--- src/rtl/xint_pkg.sv ---
package xint_pkg;

    // Width of one trigger field and spacing of fields in a control word
    localparam int FIELD_W      = 3;
    localparam int FIELD_STRIDE = 4;

    typedef enum logic [FIELD_W-1:0] {
        TRIG_LOW  = 3'd0,
        TRIG_HIGH = 3'd1,
        TRIG_FALL = 3'd2,
        TRIG_RISE = 3'd3,
        TRIG_BOTH = 3'd4
    } trig_e;

    // Low two address bits choose the register inside a bank
    typedef enum logic [1:0] {
        SEL_CTRL = 2'd0,
        SEL_MASK = 2'd1,
        SEL_PEND = 2'd2,
        SEL_NONE = 2'd3
    } regsel_e;

    // Decide whether a source fires this cycle from its code and samples
    function automatic logic trig_fires(logic [FIELD_W-1:0] code,
                                        logic cur, logic prev);
        case (code)
            TRIG_LOW:  return !cur;
            TRIG_HIGH: return cur;
            TRIG_FALL: return prev && !cur;
            TRIG_RISE: return !prev && cur;
            TRIG_BOTH: return prev ^ cur;
            default:   return 1'b0;
        endcase
    endfunction

endpackage

--- src/rtl/xint_sync.sv ---
// Two-flop synchronizer plus one history stage for edge comparison
module xint_sync #(
    parameter int WIDTH = 8
) (
    input  logic             clk,
    input  logic             rst_n,
    input  logic [WIDTH-1:0] pin_i,
    output logic [WIDTH-1:0] cur_o,
    output logic [WIDTH-1:0] prev_o
);

    typedef struct packed {
        logic [WIDTH-1:0] meta;
        logic [WIDTH-1:0] stable;
        logic [WIDTH-1:0] hist;
    } sync_t;

    sync_t st_d, st_q;

    always_comb begin
        st_d        = st_q;
        st_d.meta   = pin_i;
        st_d.stable = st_q.meta;
        st_d.hist   = st_q.stable;
    end

    always_ff @(posedge clk or negedge rst_n) begin
        if (!rst_n) st_q <= '0;
        else        st_q <= st_d;
    end

    assign cur_o  = st_q.stable;
    assign prev_o = st_q.hist;

    // history stage always follows the synchronized value by one cycle

    hist_follow_chk: assert property (@(posedge clk) disable iff (!rst_n)
        1'b1 |=> (st_q.hist == $past(st_q.stable)));

endmodule

--- src/rtl/xint_detect.sv ---
// Per-pin trigger qualification, one lane per source of a bank
module xint_detect import xint_pkg::*; #(
    parameter int BANK_W = 8
) (
    input  logic [BANK_W-1:0][FIELD_W-1:0] code_i,
    input  logic [BANK_W-1:0]              cur_i,
    input  logic [BANK_W-1:0]              prev_i,
    output logic [BANK_W-1:0]              set_o
);

    for (genvar i = 0; i < BANK_W; i++) begin : g_lane
        assign set_o[i] = trig_fires(code_i[i], cur_i[i], prev_i[i]);
    end

endmodule

--- src/rtl/xint_bank.sv ---
// Control, mask and pending state of one bank of sources
module xint_bank import xint_pkg::*; #(
    parameter  int BANK_W = 8,
    localparam int CTRL_W = BANK_W * FIELD_STRIDE
) (
    input  logic              clk,
    input  logic              rst_n,
    input  logic [BANK_W-1:0] cur_i,
    input  logic [BANK_W-1:0] prev_i,
    input  logic              wr_ctrl_i,
    input  logic              wr_mask_i,
    input  logic              wr_pend_i,
    input  logic [CTRL_W-1:0] wdata_i,
    output logic [CTRL_W-1:0] ctrl_o,
    output logic [BANK_W-1:0] mask_o,
    output logic [BANK_W-1:0] pend_o,
    output logic [BANK_W-1:0] active_o
);

    localparam int PAD_W = FIELD_STRIDE - FIELD_W;

    typedef struct packed {
        logic [BANK_W-1:0][FIELD_W-1:0] ctrl;
        logic [BANK_W-1:0]              mask;
        logic [BANK_W-1:0]              pend;
    } bank_t;

    bank_t             st_d, st_q;
    logic [BANK_W-1:0] set_ev;
    logic [BANK_W-1:0] clr_vec;

    xint_detect #(.BANK_W(BANK_W)) detect_i (
        .code_i (st_q.ctrl),
        .cur_i  (cur_i),
        .prev_i (prev_i),
        .set_o  (set_ev)
    );

    assign clr_vec = wr_pend_i ? wdata_i[BANK_W-1:0] : '0;

    always_comb begin
        st_d = st_q;
        if (wr_ctrl_i) begin
            for (int i = 0; i < BANK_W; i++) begin
                st_d.ctrl[i] = wdata_i[i*FIELD_STRIDE +: FIELD_W];
            end
        end
        if (wr_mask_i) begin
            st_d.mask = wdata_i[BANK_W-1:0];
        end
        // a new event outranks a clear landing in the same cycle
        st_d.pend = (st_q.pend & ~clr_vec) | set_ev;
    end

    always_ff @(posedge clk or negedge rst_n) begin
        if (!rst_n) begin
            st_q.ctrl <= '0;
            st_q.mask <= '1;
            st_q.pend <= '0;
        end else begin
            st_q <= st_d;
        end
    end

    // Spare nibble bits are not stored and read back as zero
    for (genvar i = 0; i < BANK_W; i++) begin : g_rd
        assign ctrl_o[i*FIELD_STRIDE +: FIELD_STRIDE] = {{PAD_W{1'b0}}, st_q.ctrl[i]};
    end

    logic unused_wbits;
    assign unused_wbits = ^wdata_i;

    assign mask_o   = st_q.mask;
    assign pend_o   = st_q.pend;
    assign active_o = st_q.pend & ~st_q.mask;

    // a pending bit only appears after an event in the previous cycle

    pend_rise_chk: assert property (@(posedge clk) disable iff (!rst_n)
        1'b1 |=> ((st_q.pend & ~$past(st_q.pend) & ~$past(set_ev)) == '0));

    // a pending bit only vanishes after a one was written to it

    pend_fall_chk: assert property (@(posedge clk) disable iff (!rst_n)
        1'b1 |=> ((~st_q.pend & $past(st_q.pend) & ~$past(clr_vec)) == '0));

    for (genvar i = 0; i < BANK_W; i++) begin : g_chk

        disabled_code_chk: assert property (@(posedge clk) disable iff (!rst_n)
            $rose(st_q.pend[i]) |-> ($past(st_q.ctrl[i]) <= 3'd4));

        level_high_chk: assert property (@(posedge clk) disable iff (!rst_n)
            (st_q.ctrl[i] == 3'd1 && cur_i[i]) |=> st_q.pend[i]);
    end

endmodule

--- src/rtl/xint_front.sv ---
// Banked external interrupt front end: direct lines for the low banks,
// one combined line for the high banks
module xint_front import xint_pkg::*; #(
    parameter  int NUM_BANKS    = 4,
    parameter  int BANK_W       = 8,
    parameter  int DIRECT_BANKS = 2,
    localparam int NPINS        = NUM_BANKS * BANK_W,
    localparam int DATA_W       = BANK_W * FIELD_STRIDE,
    localparam int BANK_AW      = $clog2(NUM_BANKS),
    localparam int ADDR_W       = BANK_AW + 2,
    localparam int NDIRECT      = DIRECT_BANKS * BANK_W
) (
    input  logic              clk,
    input  logic              rst_n,
    input  logic [NPINS-1:0]  pin_i,
    input  logic              reg_we,
    input  logic [ADDR_W-1:0] reg_addr,
    input  logic [DATA_W-1:0] reg_wdata,
    output logic [DATA_W-1:0] reg_rdata,
    output logic [NDIRECT-1:0] irq_direct,
    output logic              irq_shared
);

    logic [BANK_AW-1:0] bank_idx;
    regsel_e            sel;

    assign bank_idx = reg_addr[ADDR_W-1:2];
    assign sel      = regsel_e'(reg_addr[1:0]);

    logic [NUM_BANKS-1:0][DATA_W-1:0] ctrl_rd;
    logic [NUM_BANKS-1:0][BANK_W-1:0] mask_rd;
    logic [NUM_BANKS-1:0][BANK_W-1:0] pend_rd;
    logic [NUM_BANKS-1:0][BANK_W-1:0] active;
    logic [NUM_BANKS-1:0][BANK_W-1:0] cur_s;
    logic [NUM_BANKS-1:0][BANK_W-1:0] prev_s;
    logic [NUM_BANKS-1:0]             wr_ctrl, wr_mask, wr_pend;

    for (genvar b = 0; b < NUM_BANKS; b++) begin : g_bank
        logic hit;
        assign hit        = reg_we && (bank_idx == BANK_AW'(b));
        assign wr_ctrl[b] = hit && (sel == SEL_CTRL);
        assign wr_mask[b] = hit && (sel == SEL_MASK);
        assign wr_pend[b] = hit && (sel == SEL_PEND);

        xint_sync #(.WIDTH(BANK_W)) sync_i (
            .clk    (clk),
            .rst_n  (rst_n),
            .pin_i  (pin_i[b*BANK_W +: BANK_W]),
            .cur_o  (cur_s[b]),
            .prev_o (prev_s[b])
        );

        xint_bank #(.BANK_W(BANK_W)) bank_i (
            .clk       (clk),
            .rst_n     (rst_n),
            .cur_i     (cur_s[b]),
            .prev_i    (prev_s[b]),
            .wr_ctrl_i (wr_ctrl[b]),
            .wr_mask_i (wr_mask[b]),
            .wr_pend_i (wr_pend[b]),
            .wdata_i   (reg_wdata),
            .ctrl_o    (ctrl_rd[b]),
            .mask_o    (mask_rd[b]),
            .pend_o    (pend_rd[b]),
            .active_o  (active[b])
        );
    end

    // Low banks: one line per pin
    for (genvar b = 0; b < DIRECT_BANKS; b++) begin : g_direct
        assign irq_direct[b*BANK_W +: BANK_W] = active[b];
    end

    // High banks: everything folded into one request
    always_comb begin
        irq_shared = 1'b0;
        for (int b = DIRECT_BANKS; b < NUM_BANKS; b++) begin
            irq_shared = irq_shared | (|active[b]);
        end
    end

    always_comb begin
        case (sel)
            SEL_CTRL: reg_rdata = ctrl_rd[bank_idx];
            SEL_MASK: reg_rdata = DATA_W'(mask_rd[bank_idx]);
            SEL_PEND: reg_rdata = DATA_W'(pend_rd[bank_idx]);
            default:  reg_rdata = '0;
        endcase
    end

    // outputs stay quiet while every source is masked

    all_masked_quiet_chk: assert property (@(posedge clk) disable iff (!rst_n)
        (&mask_rd) |-> (irq_direct == '0 && !irq_shared));

endmodule

--- config.mk ---
export PLATFORM = sky130hd
export DESIGN_NAME = xint_front
export DESIGN_NICKNAME = d
export VERILOG_FILES = /design/src/rtl/xint_pkg.sv /design/src/rtl/xint_sync.sv /design/src/rtl/xint_detect.sv /design/src/rtl/xint_bank.sv /design/src/rtl/xint_front.sv
export SDC_FILE = /design/constraint.sdc
export NUM_CORES = 1
export LEC_CHECK = 0
export CAP_MARGIN = 20
export CORE_MARGIN = 3
export CORE_UTILIZATION = 62
export DETAILED_ROUTE_END_ITERATION = 12
export PLACE_DENSITY = 0.95
export SLEW_MARGIN = 20
export SYNTH_ARGS = -nofsm -noshare
export SYNTH_HDL_FRONTEND = slang
export SYNTH_SLANG_ARGS = --single-unit
--- constraint.sdc ---
create_clock -name clk -period 3.6 [get_ports clk]
set_input_delay 0.72 -clock clk [delete_from_list [all_inputs] [get_ports clk]]
set_output_delay 0.72 -clock clk [all_outputs]
set_load 0.01 [all_outputs]
==> results <==
synth_stat cells, drive strengths merged:
library cell and n:
clkbuf 5, nand2 59, nor2 36, mux2 102
a22o 15, mux4 40, a211o 17, dfstp 32
o22ai 10, buf 29, o21a 1, and3 1
xnor2 11, dfrtp 224, ha 64, o211ai 8
o21ai 72, a221oi 4, nor3 6, o31ai 3
nand3b 1, xor2 16, a22oi 6, or2 1
a311oi 1, o311ai 8, a221o 1, conb 1
nand3 4, and2 18, nand4 1, nand2b 6
nor2b 20, inv 96, mux2i 40, nor3b 2
a21oi 3
final timing paths:
kind,slack [ps],end,cells after the start
max reg2reg,2080,g_bank[3].bank_i.pend_o[3]$_DFF_PN0_,5
min,160,g_bank[0].bank_i.ctrl_o[14]$_DFFE_PN0P_,1
min reg2reg,350,g_bank[1].sync_i.cur_o[4]$_DFF_PN0_,0
min in group clk,350,g_bank[1].sync_i.cur_o[4]$_DFF_PN0_,0
max in group asynchronous,2500,g_bank[3].sync_i.st_d[10]$_DFF_PN0_,2
max,220,reg_rdata[1],6
power breakdown:
group	switching (W)	internal, W	leakage, nW	total [W]
logic	0.000669	0.000887	3.22	0.00156
clock network	0.00112	0.00160	0.421	0.00271
registers	0.000489	0.00334	2.92	0.00383
total	0.00228	0.00582	6.57	0.00810
metal layers:
metal	share of wire	GRT usage	wire (microns)	vias up
li1	-	-	-	3634
met1	0.38	0.364	11700	4244
met2	0.50	0.491	15400	441
met4	0.051	0.137	1580	2
met5	0.00042	0	13	-
met3	0.077	0.0537	2390	149
critical path, cell delays in order:
cell and delay (ps):
buf_2 400, buf_12 210, mux4_2 500, a22oi_1 210
nand2_1 120, clkdlybuf4s50_1 490
layout make-up:
type | instances | area, sq um
Clock buffer | 44 | 810
Clock inverter | 4 | 48.8
Fill cell | 1129 | 4500
Inverter | 96 | 360
Multi-Input combinational cell | 583 | 5340
Sequential cell | 256 | 6450
Tap cell | 260 | 325
Timing Repair Buffer | 130 | 1310
sequential cells by signal, indices dropped and copies added (netlist names):
signal / flops
g_bank.sync_i.cur_o: 32
g_bank.sync_i.prev_o: 32
g_bank.bank_i.pend_o: 32
g_bank.bank_i.ctrl_o: 96
g_bank.bank_i.mask_o: 32
g_bank.sync_i.st_d: 32
cell families (layout without fill, tap and decap cells):
logic type | after synthesis | in the layout | share of synthesized area
compound gates | 149 | 149 | 0.0791
xor+xnor | 27 | 27 | 0.0192
fa+ha+maj | 64 | 64 | 0.0649
buf+inv | 130 | 274 | 0.0469
flops | 256 | 256 | 0.522
mux | 182 | 182 | 0.204
other cells | 1 | 6 | 0.000304
simple gates | 155 | 155 | 0.0630
stage by stage:
step                utilization  hold slack, ps  instances
global placement          0.720             332       1325
detailed placement        0.720             335       1325
finish                    0.765             162       1373
CTS                       0.765             204       1373
global route              0.765             221       1373
floorplan                     -             331        969
==> results.py <==
metrics = {
    "clock_tree": {
        "cts.path.max_buffers": 3,
        "postCtsHoldBufs": 0,
        "cts_tree": "yes",
        "insertion_delay_ps": 540,
        "h-tree-depth": 1,
        "postCtsSetupBuffers": 0,
        "cts_buffers": 27,
        "cts-root-buf": "clkbuf_16",
        "cts_resized": 0,
        "clkSinkCount": 256,
        "path_clk_slew_ps": 60,
    },
    "die": {
        "die_w_microns": 147,
        "start_util": 0.645,
        "fp-row-count": 50,
        "core_sq_um": 19100,
        "die_h_microns": 147,
        "die_area_sq_um": 21600,
        "pin_count": 120,
    },
    "run_status": {
        "status": "completed",
    },
    "sta": {
        "hold_violations": 0,
        "tightest_slew_ps": 719,
        "fin_skew_ps": 9.61,
        "rsz0062_at_grt": "false",
        "post-route-period-util": 0.938,
        "maxSlewViolCount": 0,
        "setup_viol": 0,
        "fmax_mhz": 296,
        "setup_tns_ps": 0,
        "min_period_ps": 3380,
        "setup_ws_ps": 224,
        "relSlewSlack": 0.519,
    },
    "logic_synthesis": {
        "postSynthCellCount": 964,
        "ys_warn_count": 0,
        "synth_top_area_frac": 0.454,
        "syn-cell-area_sq_um": 12300,
        "synth_cell_type_count": 45,
        "yosys-top-cells-area": "dfrtp_1, mux2_2, mux4_2",
        "ys_seq_area_frac": 0.522,
        "synth_top_cell_by_area": "dfrtp_1",
        "syn_area_per_cell_sq_um": 12.8,
        "ys_ff_latch": 256,
    },
    "route": {
        "wl_per_cell_microns": 22.6,
        "route.detailed.drc": 0,
        "drtPass1Iterations": 5,
        "viasPerCell": 6.17,
        "detail-route-antenna-nets": 0,
        "routed_wl_mm": 31.0,
        "num_vias": 8470,
        "drtIter0Drc": 691,
    },
    "cells_and_area": {
        "fin_nets": 1229,
        "final_common_cell": "dfrtp_1",
        "syn2layout_area_growth_pct": 18.6,
        "insertedDiodeCount": 0,
        "postLayoutCellArea_sq_um": 14600,
        "layout_common_cells": "dfrtp_1, clkdlybuf4s50_1, inv_1",
        "drive_above_1_share": 0.223,
    },
    "critical_path": {
        "crit_fanout": 12,
        "crit_required_ps": 2880,
        "startpoint": "reg_addr[3]",
        "crit_path_start_kind": "primary input",
        "path_class": "in -> out",
        "r2r-start": "g_bank[3].sync_i.cur_o[3]$_DFF_PN0_",
        "worst_ep_arrival_time_ps": 2660,
        "cp-end-kind": "output pin",
    },
    "global_routing": {
        "grt_pass1_wl_mm": 49.6,
        "gr-usage-all-layers": 0.290,
        "first_global_vias": 9316,
        "grt_remaining_overflow": 0,
        "grt_max_degree": 88,
        "antenna_found_initial": 2,
    },
    "placed_design": {
        "place.gp.congestion": 0.851,
        "dpl_worst_slack_ps": 281,
        "dp_hpwl_mm": 20.7,
        "dpl_cell_area_sq_um": 13800,
        "io_buffers": 107,
    },
    "power": {
        "power.density_nw_per_um2": 553,
        "peakVddDrop_mv": 0.433,
        "power.leakage_nw": 6.57,
        "power.total_w": 0.00810,
    },
    "hold_path": {
        "hold_path.class": "in -> async",
    },
    "run": {
        "cap_violations": 0,
    },
}
No activity file was read; power rests on OpenSTA's default activity.
